===== config.mk =====
export PLATFORM = sky130hd
export DESIGN_NAME = mbox_sig_unit
export DESIGN_NICKNAME = d
export VERILOG_FILES = /design/src/rtl/mbox_pkg.sv /design/src/rtl/mbox_fifo.sv /design/src/rtl/mbox_sig.sv /design/src/rtl/mbox_sig_unit.sv
export SDC_FILE = /design/constraint.sdc
export NUM_CORES = 1
export LEC_CHECK = 0
export BUFFER_PORTS_ARGS = -buffer_cell sky130_fd_sc_hd__buf_4
export CORE_MARGIN = 3
export CORE_UTILIZATION = 45
export DETAILED_ROUTE_END_ITERATION = 12
export PLACE_DENSITY = 0.7
export SYNTH_ARGS = -nofsm -noshare
export SYNTH_HDL_FRONTEND = slang
export SYNTH_SLANG_ARGS = --single-unit

===== constraint.sdc =====
create_clock -name clk -period 3.6 [get_ports clk]
set_input_delay 0.18 -clock clk [delete_from_list [all_inputs] [get_ports clk]]
set_output_delay 0.18 -clock clk [all_outputs]
set_load 0.03 [all_outputs]

===== src/rtl/mbox_pkg.sv =====
package mbox_pkg;
  localparam int NSIG = 2;
  // host register addresses
  localparam int HA_OUT_PLAIN = 0;
  localparam int HA_OUT_IRQ   = 1;
  localparam int HA_INBOX     = 2;
  localparam int HA_SIG0      = 3;
  localparam int HA_STATUS    = 5;
  // core read channel codes
  localparam logic [1:0] RCH_INBOX = 2'd0;
  localparam logic [1:0] RCH_SIG0  = 2'd1;
endpackage


===== src/rtl/mbox_fifo.sv =====
module mbox_fifo #(
  parameter int W = 32,
  parameter int DEPTH = 4,
  parameter int CNT_W = $clog2(DEPTH + 1)
) (
  input  logic             clk,
  input  logic             rst,
  input  logic             push,
  input  logic [W-1:0]     push_data,
  input  logic             pop,
  output logic [W-1:0]     head,
  output logic [CNT_W-1:0] count,
  output logic             full,
  output logic             empty
);
  localparam int PW = (DEPTH > 1) ? $clog2(DEPTH) : 1;

  logic [W-1:0]  mem [2**PW];
  logic [PW-1:0] wp, rp;

  function automatic logic [PW-1:0] nxt(input logic [PW-1:0] p);
    return (p == PW'(DEPTH - 1)) ? '0 : p + 1'b1;
  endfunction

  always_ff @(posedge clk) begin
    if (push) mem[wp] <= push_data;
  end

  always_ff @(posedge clk) begin
    if (rst) begin
      wp <= '0;
      rp <= '0;
      count <= '0;
    end else begin
      if (push) wp <= nxt(wp);
      if (pop)  rp <= nxt(rp);
      case ({push, pop})
        2'b10:   count <= count + 1'b1;
        2'b01:   count <= count - 1'b1;
        default: count <= count;
      endcase
    end
  end

  assign head  = mem[rp];
  assign full  = (count == CNT_W'(DEPTH));
  assign empty = (count == '0);

  AST_NO_OVERFLOW: assert property (@(posedge clk) disable iff (rst) push |-> !full);
  AST_NO_UNDERFLOW: assert property (@(posedge clk) disable iff (rst) pop |-> !empty);
  AST_CNT_BOUND: assert property (@(posedge clk) disable iff (rst) count <= CNT_W'(DEPTH));
endmodule


===== src/rtl/mbox_sig.sv =====
module mbox_sig #(
  parameter int W = 32
) (
  input  logic         clk,
  input  logic         rst,
  input  logic         set_en,
  input  logic [W-1:0] set_bits,
  input  logic         clr,
  output logic [W-1:0] value
);
  always_ff @(posedge clk) begin
    if (rst)
      value <= '0;
    else if (set_en || clr)
      value <= (clr ? '0 : value) | (set_en ? set_bits : '0);
  end

  AST_SIG_CLEARED: assert property (@(posedge clk) disable iff (rst) (clr && !set_en) |=> value == '0);
  AST_SIG_STICKY: assert property (@(posedge clk) disable iff (rst) !clr |=> (value & $past(value)) == $past(value));
endmodule


===== src/rtl/mbox_sig_unit.sv =====
module mbox_sig_unit #(
  parameter int W = 32,
  parameter int IN_DEPTH = 4,
  parameter int OUT_DEPTH = 1,
  parameter int ADDR_W = 4
) (
  input  logic              clk,
  input  logic              rst,
  input  logic              cw_valid,
  input  logic              cw_chan,
  input  logic [W-1:0]      cw_data,
  output logic              cw_ready,
  input  logic              cr_valid,
  input  logic [1:0]        cr_chan,
  output logic [W-1:0]      cr_data,
  output logic              cr_ready,
  input  logic [1:0]        sig_irq_en,
  output logic              core_sig_irq,
  input  logic              h_wr,
  input  logic              h_rd,
  input  logic [ADDR_W-1:0] h_addr,
  input  logic [W-1:0]      h_wdata,
  output logic [W-1:0]      h_rdata,
  output logic              host_irq
);
  import mbox_pkg::*;

  localparam int IN_CW  = $clog2(IN_DEPTH + 1);
  localparam int OUT_CW = $clog2(OUT_DEPTH + 1);

  // outbound queues: index 0 plain, index 1 interrupting
  logic [W-1:0]      out_head [2];
  logic [OUT_CW-1:0] out_cnt  [2];
  logic [1:0]        out_full, out_empty, out_push, out_pop;

  for (genvar q = 0; q < 2; q++) begin : g_out
    assign out_push[q] = cw_valid && (cw_chan == 1'(q)) && !out_full[q];
    assign out_pop[q]  = h_rd && (h_addr == ADDR_W'(HA_OUT_PLAIN + q)) && !out_empty[q];
    mbox_fifo #(.W(W), .DEPTH(OUT_DEPTH), .CNT_W(OUT_CW)) u_out (
      .clk(clk), .rst(rst), .push(out_push[q]), .push_data(cw_data),
      .pop(out_pop[q]), .head(out_head[q]), .count(out_cnt[q]),
      .full(out_full[q]), .empty(out_empty[q])
    );
  end

  assign cw_ready = !out_full[cw_chan];

  // inbound queue
  logic [W-1:0]     in_head;
  logic [IN_CW-1:0] in_cnt;
  logic             in_full, in_empty, in_push, in_pop, cr_fire;

  assign in_push = h_wr && (h_addr == ADDR_W'(HA_INBOX)) && !in_full;
  assign cr_fire = cr_valid && cr_ready;
  assign in_pop  = cr_fire && (cr_chan == RCH_INBOX);

  mbox_fifo #(.W(W), .DEPTH(IN_DEPTH), .CNT_W(IN_CW)) u_in (
    .clk(clk), .rst(rst), .push(in_push), .push_data(h_wdata),
    .pop(in_pop), .head(in_head), .count(in_cnt),
    .full(in_full), .empty(in_empty)
  );

  // notification words
  logic [W-1:0]    sig_val [NSIG];
  logic [NSIG-1:0] sig_nz;

  for (genvar s = 0; s < NSIG; s++) begin : g_sig
    logic set_s, clr_s;
    assign set_s = h_wr && (h_addr == ADDR_W'(HA_SIG0 + s));
    assign clr_s = cr_fire && (cr_chan == (RCH_SIG0 + 2'(s)));
    mbox_sig #(.W(W)) u_sig (
      .clk(clk), .rst(rst), .set_en(set_s), .set_bits(h_wdata),
      .clr(clr_s), .value(sig_val[s])
    );
    assign sig_nz[s] = (sig_val[s] != '0);
  end

  // core read channel mux
  always_comb begin
    case (cr_chan)
      2'd0:    begin cr_ready = !in_empty; cr_data = in_head;    end
      2'd1:    begin cr_ready = sig_nz[0]; cr_data = sig_val[0]; end
      2'd2:    begin cr_ready = sig_nz[1]; cr_data = sig_val[1]; end
      default: begin cr_ready = 1'b0;      cr_data = '0;         end
    endcase
  end

  // host read data, registered
  logic [W-1:0] status;
  assign status = W'({8'(out_cnt[1]), 8'(out_cnt[0]), 8'(in_cnt)});

  always_ff @(posedge clk) begin
    if (rst)
      h_rdata <= '0;
    else if (h_rd) begin
      case (int'(h_addr))
        HA_OUT_PLAIN: h_rdata <= out_empty[0] ? '0 : out_head[0];
        HA_OUT_IRQ:   h_rdata <= out_empty[1] ? '0 : out_head[1];
        HA_SIG0:      h_rdata <= sig_val[0];
        HA_SIG0 + 1:  h_rdata <= sig_val[1];
        HA_STATUS:    h_rdata <= status;
        default:      h_rdata <= '0;
      endcase
    end
  end

  // interrupts
  always_ff @(posedge clk) begin
    if (rst) begin
      host_irq     <= 1'b0;
      core_sig_irq <= 1'b0;
    end else begin
      if (out_push[1])
        host_irq <= 1'b1;
      else if (out_pop[1] && out_cnt[1] == OUT_CW'(1))
        host_irq <= 1'b0;
      core_sig_irq <= |(sig_nz & sig_irq_en);
    end
  end

  AST_IRQ_RAISE: assert property (@(posedge clk) disable iff (rst)
    (cw_valid && cw_ready && cw_chan) |=> host_irq);
  AST_IRQ_HOLD: assert property (@(posedge clk) disable iff (rst)
    (host_irq && !(h_rd && h_addr == ADDR_W'(HA_OUT_IRQ))) |=> host_irq);
  AST_RD_NO_DATA: assert property (@(posedge clk) disable iff (rst)
    (h_rd && h_addr == ADDR_W'(HA_OUT_PLAIN) && !cw_valid && out_empty[0]) |=> h_rdata == '0);
endmodule


==> results of run 1 <==
-- cell families after synthesis --
kind of cell / count (synthesis)
compound gates: 214
fa+ha+maj: 7
simple gates: 159
flops: 301
mux: 70
xor+xnor: 2
buf+inv: 139
-- sequential cells by signal, summed over array words and instances, names as in the netlist, named ones only --
signal,flops
g_sig.u_sig.value,64
core_sig_irq,1
h_rdata,32
u_in.rp,2
u_in.count,3
host_irq,1
u_in.wp,2
g_out.u_out.mem,64
u_in.mem,128
g_out.u_out.count,2
-- cells in the mapped netlist (2+ instances only) --
cell type / number / area [sq um]
nand2_1: 66 / 247.7
mux4_2: 32 / 720.7
nand4_1: 5 / 31.28
a221oi_2: 10 / 150.1
o32ai_2: 8 / 130.1
edfxtp_1: 192 / 5766
buf_6: 9 / 101.4
nor4b_4: 2 / 47.55
ha_1: 6 / 75.07
o21ai_1: 30 / 150.1
nor4_1: 16 / 100.1
xor2_1: 2 / 17.52
buf_4: 6 / 45.04
buf_1: 7 / 26.28
dfxtp_1: 109 / 2182
inv_1: 75 / 281.5
buf_2: 16 / 80.08
a211oi_1: 6 / 45.04
nor3_1: 3 / 15.01
a21bo_2: 2 / 20.02
a22o_1: 27 / 236.5
mux2i_1: 38 / 380.4
nor2_1: 11 / 41.29
a221oi_1: 17 / 148.9
or3_1: 3 / 18.77
and2_1: 5 / 31.28
o21ai_0: 39 / 195.2
a32o_1: 5 / 50.05
or2_2: 2 / 12.51
nand2b_1: 33 / 206.5
a21oi_1: 10 / 50.05
clkbuf_1: 25 / 93.84
o32ai_1: 56 / 490.5
nand3b_1: 6 / 45.04
-- final cells by class --
class | instances | area, sq um
Antenna cell | 1 | 2.502
Clock buffer | 48 | 972.2
Clock inverter | 8 | 168.9
Fill cell | 2150 | 11460
Inverter | 76 | 285.3
Multi-Input combinational cell | 452 | 3810
Sequential cell | 301 | 7949
Tap cell | 341 | 426.7
Timing Repair Buffer | 235 | 1947
-- per-layer routing --
metal	GRT usage, %	wire length [um]
met1	32.81	14530
met2	33.44	14960
met3	3.498	2580
met4	6.317	744
met5	0	40
-- power groups by stage --
stage               Combinational, uW  Clock [uW]  Sequential, uW
finish                            475        3480            3760
global route                      508        3670            3760
CTS                               473        3530            3760
detailed placement                410           0            3830
global placement                  402           0            3830
floorplan                         217           0            3830
-- worst max-delay path, stage by stage (launching register included) --
cell     delay (ps)
dfxtp_1         820
buf_4           330
mux4_2          200
mux2i_1          60
o21ai_0         390
buf_4           250
-- through the flow --
| stage | std cells | power (uW) | hold WS, ps | setup slack [ps] |
|---|---|---|---|---|
| floorplan | 892 | 4042 | 276.6 | 238.3 |
| global placement | 1337 | 4230 | 366.3 | 1413 |
| detailed placement | 1337 | 4240 | 368.0 | 1335 |
| CTS | 1461 | 7757 | 5.886 | 806.0 |
| global route | 1462 | 7936 | 28.12 | 660.6 |
| finish | 1462 | 7708 | 26.45 | 816.2 |
-- how the worst max path moves through the flow --
stage | to | depth (start not counted) | slack, ps
global placement | cr_data[16] | 5 | 1410
detailed placement | u_in.count[2] | 10 | 1330
global route | cr_data[31] | 5 | 660
floorplan | g_out[0].u_out.mem[0][0] | 2 | 240
finish | cr_data[31] | 5 | 820
CTS | cr_data[16] | 5 | 810
==> results.tsv, run 1 <==
stage	metric	value	unit
outcome	status	completed	
floorplanning	die_w	171.9	um
timing	fmax	359.2	MHz
pwr	sequentialPowerShare	48.7	%
final_layout	final_cell_mix	edfxtp_1 (192), buf_4 (166), dfxtp_1 (108)	
logic_synthesis	async_reset_ff_share	0	%
route	ant_nets	0	
pwr	power_switching_share	20.48	%
cts	cts_tree	built	
logic_synthesis	synthAdderAreaFrac	0.7681	%
route	drt-pass1-iter-count	6	
final_layout	final_common_cell	edfxtp_1	
floorplanning	boundaryPins	147	
logic_synthesis	synth_seq_area_share	64.20	%
route	dr.first_iter.drc_count	899	
cts	ctsHtreeMaxLevel	1	
setup_path	rrSetupSlack	1310	ps
timing	hold_viol	0	
min_path	hold_path_depth	4	
final_layout	layout-drive-gt1-share	25.27	%
logic_synthesis	synth_cell_types	47	
placed_design	place.gp.congestion	0.8098	
grt	grt_max_degree	65	
logic_synthesis	synth-xor-area-share	0.1415	%
setup_path	reg2reg_from	g_sig[1].u_sig.value[13]	
route	drc	0	
cts	cts_resized	0	
pwr	pwr-share-clk	45.1	%
final_layout	final_area	15560	sq um
logic_synthesis	synth-simple-area-share	7.065	%
timing	period_share	77.33	%
grt	grt_pass1_wl	49.47	mm
timing	worst_pin_slew	905.3	ps
min_path	hold_end	g_out[1].u_out.count	
logic_synthesis	synth_nets	978	
route	via_count	8508	
floorplanning	dieArea	29540	sq um
placed_design	numPortBuffers	146	
pwr	intPower	6129	uW
cts	cts_sinks	301	
logic_synthesis	synth_top_family_by_area	compound AO/OA/AOI/OAI gates	
setup_path	worstSetupStartpointType	flop	
placed_design	hpwlAfterDp	20.79	mm
logic_synthesis	synth_ff_type	edfxtp_1	
cts	postCtsHoldBufs	68	
timing	relSlewSlack	39.65	%
pwr	power.density	495.3	nW/um^2
floorplanning	initial_utilization	45.81	%
min_path	hold_start	cw_valid	
final_layout	post-route-util	57.58	%
route	wl_per_cell	22.47	um
route	via_per_inst	5.819	
logic_synthesis	synth_compound_area_share	13.83	%
logic_synthesis	syn_area_per_cell	13.88	sq um
setup_path	ff2ff_path_depth	5	
job	maxCapViolations	0	
grt	grt_pass1_vias	8400	
pwr	p_comb_share	6.2	%
route	routed_wl	32.85	mm
timing	period_needed	2784	ps
grt	grt_usage	21.92	%
timing	setup-violations-final	0	
floorplanning	coreArea	27030	sq um
pwr	leakage	0.005406	uW
setup_path	timing.rr.end	g_sig[1].u_sig.value[11]	
logic_synthesis	synth_edf_count	192	
timing	rsz0062_at_grt	false	
setup_path	crit_fanout	13	
setup_path	required	3420	ps
placed_design	placed_cell_area	13740	sq um
pwr	peakVddDrop	263.1	uV
floorplanning	fp-row-count	60	
cts	numCtsBuffers	30	
floorplanning	die_h	171.9	um
setup_path	critical_path_class	reg -> out	
min_path	hp-class	in -> reg	
grt	overflow	0	
timing	tns	0	ps
cts	clockBufferDepth	3	
timing	clock_skew	9.803	ps
cts	clk_pin_slew	60	ps
grt	antenna_found_initial	3	
final_layout	syn2layout_area_growth	25.70	%
logic_synthesis	synth.area.mux_share	8.894	%
logic_synthesis	synth_area	12380	sq um
logic_synthesis	ys_ff_latch	301	
final_layout	nets	1182	
pwr	p_sw	1579	uW
cts	clkLatencyLatePin	550	ps
logic_synthesis	yosysWarnings	0	
timing	drv_slew	0	
setup_path	cp-end-kind	output pin	
cts	post_cts_buffers	0	
setup_path	arrival	2600	ps
logic_synthesis	synth_cells	892	
cts	clockRootBuffer	clkbuf_16	
Note: power is estimated with default switching activity, not from simulation.
==> run 2: changes to the inputs <==
Clock period 3.6 ns to 2.7 ns, I/O delays scaled along.
==> results.tsv, run 2 (synthesis gave the netlist of run 1 again) <==
stage	metric	value	unit
grt	overflow	0	
placed_design	numPortBuffers	146	
pwr	power.density	616.6	nW/um^2
route	wl_per_cell	22.22	um
setup_path	required	2570	ps
floorplanning	die_h	171.9	um
setup_path	ff2ff_path_depth	9	
timing	hold_viol	0	
timing	period_needed	2523	ps
route	dr.first_iter.drc_count	967	
setup_path	cp_num_buf_inv	2	
placed_design	hpwlAfterDp	21.01	mm
floorplanning	initial_utilization	45.81	%
final_layout	multi_input_area	3816	sq um
floorplanning	dieArea	29540	sq um
timing	worst_pin_slew	808.7	ps
grt	use_met2	33.13	%
final_layout	final_cell_mix	edfxtp_1 (192), buf_4 (168), dfxtp_1 (107)	
cts	clkLatencyLatePin	550	ps
timing	drv_slew	0	
timing	setup_slack	176.7	ps
grt	grt_pass1_vias	8274	
route	via_per_inst	5.729	
floorplanning	boundaryPins	147	
cts	post_cts_buffers	0	
final_layout	layout-drive-gt1-share	25.18	%
setup_path	arrival	2390	ps
final_layout	top_regs	u_in.mem: 128 flops, g_out.u_out.mem: 64 flops, g_sig.u_sig.value: 64 flops	
route	drc	0	
setup_path	cp-end-kind	output pin	
grt	met3_usage	4.184	%
timing	setup-violations-final	0	
floorplanning	fp-row-count	60	
setup_path	cpPeakStageDelay	570	ps
route	ant_nets	0	
placed_design	place_ws	539.1	ps
grt	grt_usage	21.87	%
timing	period_share	93.46	%
final_layout	fill_cells	2170	
timing	tns	0	ps
cts	cts_tree	built	
min_path	hp-class	in -> reg	
cts	clockRootBuffer	clkbuf_16	
grt	top_usage_layer	met2	
final_layout	largest_register_ffs	128	
timing	clock_skew	7.965	ps
job	maxCapViolations	0	
timing	rsz0062_at_grt	false	
timing	relSlewSlack	46.09	%
setup_path	worstSetupStartpointType	flop	
final_layout	top_register	u_in.mem	
setup_path	critical_path_class	reg -> out	
route	drt-pass1-iter-count	5	
grt	antenna_found_initial	1	
final_layout	nets	1194	
min_path	hold_path_depth	4	
cts	numCtsBuffers	31	
setup_path	critPathSlowestCell	mux4_2	
grt	use_met1	32.80	%
cts	clockBufferDepth	3	
timing	fmax	396.3	MHz
floorplanning	coreArea	27030	sq um
route	routed_wl	32.75	mm
grt	grt_max_degree	76	
timing	hold_ws	145.9	ps
cts	cts_sinks	301	
final_layout	regArea	7950	sq um
setup_path	crit_family	multiplexers	
setup_path	crit_chain	buf_12 -> mux4_2 -> mux2i_1 -> o21ai_0 -> buf_4	
route	via_count	8444	
floorplanning	die_w	171.9	um
outcome	status	completed	
placed_design	place.gp.congestion	0.8685	
grt	grt_pass1_wl	49.44	mm
setup_path	crit_fanout	32	
final_layout	final_common_cell	edfxtp_1	
pwr	peakVddDrop	553.8	uV
cts	clk_pin_slew	60	ps
setup_path	cp.depth	5	
final_layout	syn2layout_area_growth	25.30	%
cts	ctsHtreeMaxLevel	1	
pwr	leakage	0.005369	uW
run 2: repair_timing:
action,CTS,global route
endpoints found under the setup margin,0,1
resized for setup,0,1
hold buffers,71,0
endpoints found under the hold margin,264,0
run 2: worst paths after layout:
kind                               startpoint       endpoint  slack (ps)
worst max-delay path                     flop    cr_data[19]         180
worst min-delay path                h_addr[3]    h_rdata[16]         150
worst max register to register  u_in.count[2]  u_in.count[2]         500
worst min register to register    h_rdata[24]    h_rdata[24]         440
run 2: per-layer routing:
layer | share of wire (%) | vias up
met5 | 0 | -
met4 | 2.4 | 0
met3 | 8.2 | 55
met2 | 44 | 359
met1 | 45 | 4156
li1 | - | 3874
run 2: per-stage QoR:
step | total power (uW) | std cells | instance area [sq um] | util (%)
after floorplan | 5389 | 892 | 12380 | -
after global placement | 5657 | 1345 | 13880 | 51.35
after detailed placement | 5667 | 1345 | 13880 | 51.35
after CTS | 9634 | 1473 | 15510 | 57.38
after global routing | 9866 | 1474 | 15510 | 57.39
final | 9564 | 1474 | 15510 | 57.39
run 2: cell type report:
| type | instances | share of cell area, % |
|---|---|---|
| diodes | 1 | 0.01613 |
| multi-input cells | 452 | 24.60 |
| clock buffers | 37 | 5.146 |
| flip-flops and latches | 301 | 51.25 |
| repair buffers | 246 | 13.62 |
| well taps | 341 | 2.751 |
| inverters | 76 | 1.839 |
| clock inverters | 20 | 0.7744 |
run 2: worst min-delay path, cell delays in order:
cell and delay [ps]:
buf_4 150, nor3_1 80, a211oi_1 200, o21ai_1 70
run 2: report_power, final:
group,internal (uW),total (uW),switching [uW]
Sequential,4970,5010,38.8
Combinational,285,653,368
Clock,2190,3910,1720
==> run 3: changes to the inputs <==
Settings changed: GPL_TIMING_DRIVEN set to 0.
==> results.tsv, run 3 (synthesis gave the netlist of run 1 again) <==
stage	metric	value	unit
outcome	status	completed	
setup_path	worstSetupStartpointType	flop	
final_layout	syn2layout_area_growth	27.57	%
pwr	peakVddDrop	403.0	uV
timing	period_share	95.47	%
setup_path	cp-end-kind	output pin	
setup_path	crit_fanout	10	
timing	setup-violations-final	0	
setup_path	crit_chain	buf_2 -> buf_4 -> mux4_2 -> mux2i_1 -> o21ai_0 -> buf_4	
setup_path	cp_common_cell	buf_4	
timing	hold_viol	0	
final_layout	largest_register_ffs	128	
floorplanning	dieArea	29540	sq um
final_layout	fill_cells	2189	
final_layout	final_area	15790	sq um
setup_path	critPathSlowestCell	mux4_2	
cts	post_cts_buffers	0	
min_path	hold_start	cw_chan	
pwr	sequentialPowerShare	49.8	%
floorplanning	die_h	171.9	um
final_layout	final_cell_mix	edfxtp_1 (192), buf_4 (151), dfxtp_1 (109)	
final_layout	antenna-diode-count	0	
timing	tns	0	ps
cts	clockRootBuffer	clkbuf_16	
timing	relSlewSlack	10.92	%
route	routed_wl	33.60	mm
pwr	intPower	7868	uW
grt	grt_max_degree	33	
timing	period_needed	2578	ps
placed_design	hpwlAfterDp	23.78	mm
timing	clock_skew	17.19	ps
final_layout	nets	1231	
timing	fmax	388.0	MHz
floorplanning	fp-row-count	60	
final_layout	final_common_cell	edfxtp_1	
route	dr.first_iter.drc_count	936	
pwr	leakage	0.005507	uW
grt	grt_pass1_vias	8408	
final_layout	top_regs	u_in.mem: 128 flops, g_out.u_out.mem: 64 flops, g_sig.u_sig.value: 64 flops	
route	via_per_inst	5.732	
route	via_count	8656	
final_layout	final-instance-count-excl-fill	1510	
timing	rsz0062_at_grt	false	
final_layout	top_register	u_in.mem	
setup_path	reg2reg_from	u_in.count[2]	
route	wl_per_cell	22.25	um
cts	numCtsBuffers	31	
floorplanning	die_w	171.9	um
cts	cts_sinks	301	
route	ant_nets	0	
cts	clkLatencyLatePin	560	ps
final_layout	post-route-util	58.44	%
grt	grt_pass1_wl	50.07	mm
cts	cts_tree	built	
floorplanning	initial_utilization	45.81	%
pwr	p_sw	2175	uW
cts	clk_pin_slew	60	ps
job	maxCapViolations	0	
min_path	hold_path_depth	2	
route	drc	0	
cts	ctsHtreeMaxLevel	1	
setup_path	required	2570	ps
floorplanning	coreArea	27030	sq um
grt	grt_usage	22.28	%
setup_path	timing.rr.end	u_in.count[2]	
floorplanning	boundaryPins	147	
placed_design	place.gp.congestion	0.8862	
setup_path	ff2ff_path_depth	9	
min_path	hold_end	g_out[0].u_out.mem[0][19]	
pwr	p_comb_share	6.7	%
setup_path	arrival	2440	ps
min_path	hp-class	in -> reg	
cts	clockBufferDepth	3	
pwr	power_switching_share	21.65	%
final_layout	layout-drive-gt1-share	25.58	%
setup_path	rrSetupSlack	370	ps
placed_design	post-place-cells	1382	
placed_design	placed_cell_area	14010	sq um
route	drt-pass1-iter-count	5	
grt	antenna_found_initial	1	
timing	worst_pin_slew	1335	ps
placed_design	numPortBuffers	144	
pwr	power.density	635.9	nW/um^2
setup_path	cpPeakStageDelay	560	ps
grt	overflow	0	
setup_path	critical_path_class	reg -> out	
timing	hold_ws	30.93	ps
timing	drv_slew	0	
pwr	pwr-share-clk	43.4	%
[run 3: changes by cell type in the layout (fill, tap and decap cells not counted), sizes merged]
cell	change
inv	+1
diode	-1
clkbuf	+30
buf	+10
clkinv	-6
bufinv	+2
[run 3: worst max-delay path: cells and delay by family (launching register included)]
kind            cells  cell delay (ps)
compound gates      1              170
mux                 2              710
flops               1              300
buf+inv             3              700
[run 3: through the flow]
step	power (uW)	setup slack, ps
after floorplan	5389	470.2
after global placement	5668	-320.8
after detailed placement	5686	442.7
after CTS	10090	19.68
after global routing	10320	2.788
final	10040	122.4
[run 3: worst max-delay path by stage]
stage,from,endpoint,slack (ps)
after floorplan,g_out[0].u_out.count,g_out[0].u_out.mem[0][0],470
after global placement,h_addr[3],u_in.mem[2][2],-320
after detailed placement,flop,cr_data[16],440
after CTS,flop,cr_data[21],20
after global routing,flop,cr_data[17],3
final,flop,cr_data[16],120
[run 3: layout make-up]
type                    instances  area, sq um  share of cell area [%]
clock inverters                17        162.7                   1.030
well taps                     341        426.7                   2.702
inverters                      76        285.3                   1.806
flip-flops and latches        301         7948                   50.32
plain buffers                  63        361.6                   2.290
multi-input cells             452         3816                   24.16
repair buffers                220         1899                   12.03
clock buffers                  40        893.4                   5.657
[run 3: power by group through the flow]
stage	sequential [uW]	clock (uW)	combinational (uW)
after floorplan	5100	0	290
after global placement	5100	0	567
after detailed placement	5100	0	584
after CTS	5000	4410	672
after global routing	5010	4590	720
final	5000	4360	674
[run 3: timing repair]
| item | 4_1_cts | 5_1_grt |
|---|---|---|
| endpoints found under the hold margin | 262 | 0 |
| hold buffers | 71 | 0 |
| gates resized for setup | 4 | 3 |
| setup endpoints to repair | 9 | 6 |
[run 3: layer usage]
metal  track usage, %  vias to the layer above  part of all wire [%]
met1            32.99                     4275                    45
met4            4.964                        2                   2.0
met2            35.14                      392                    45
met5                0                        -                 0.039
li1                 -                     3940                     -
met3            3.521                       47                   8.0
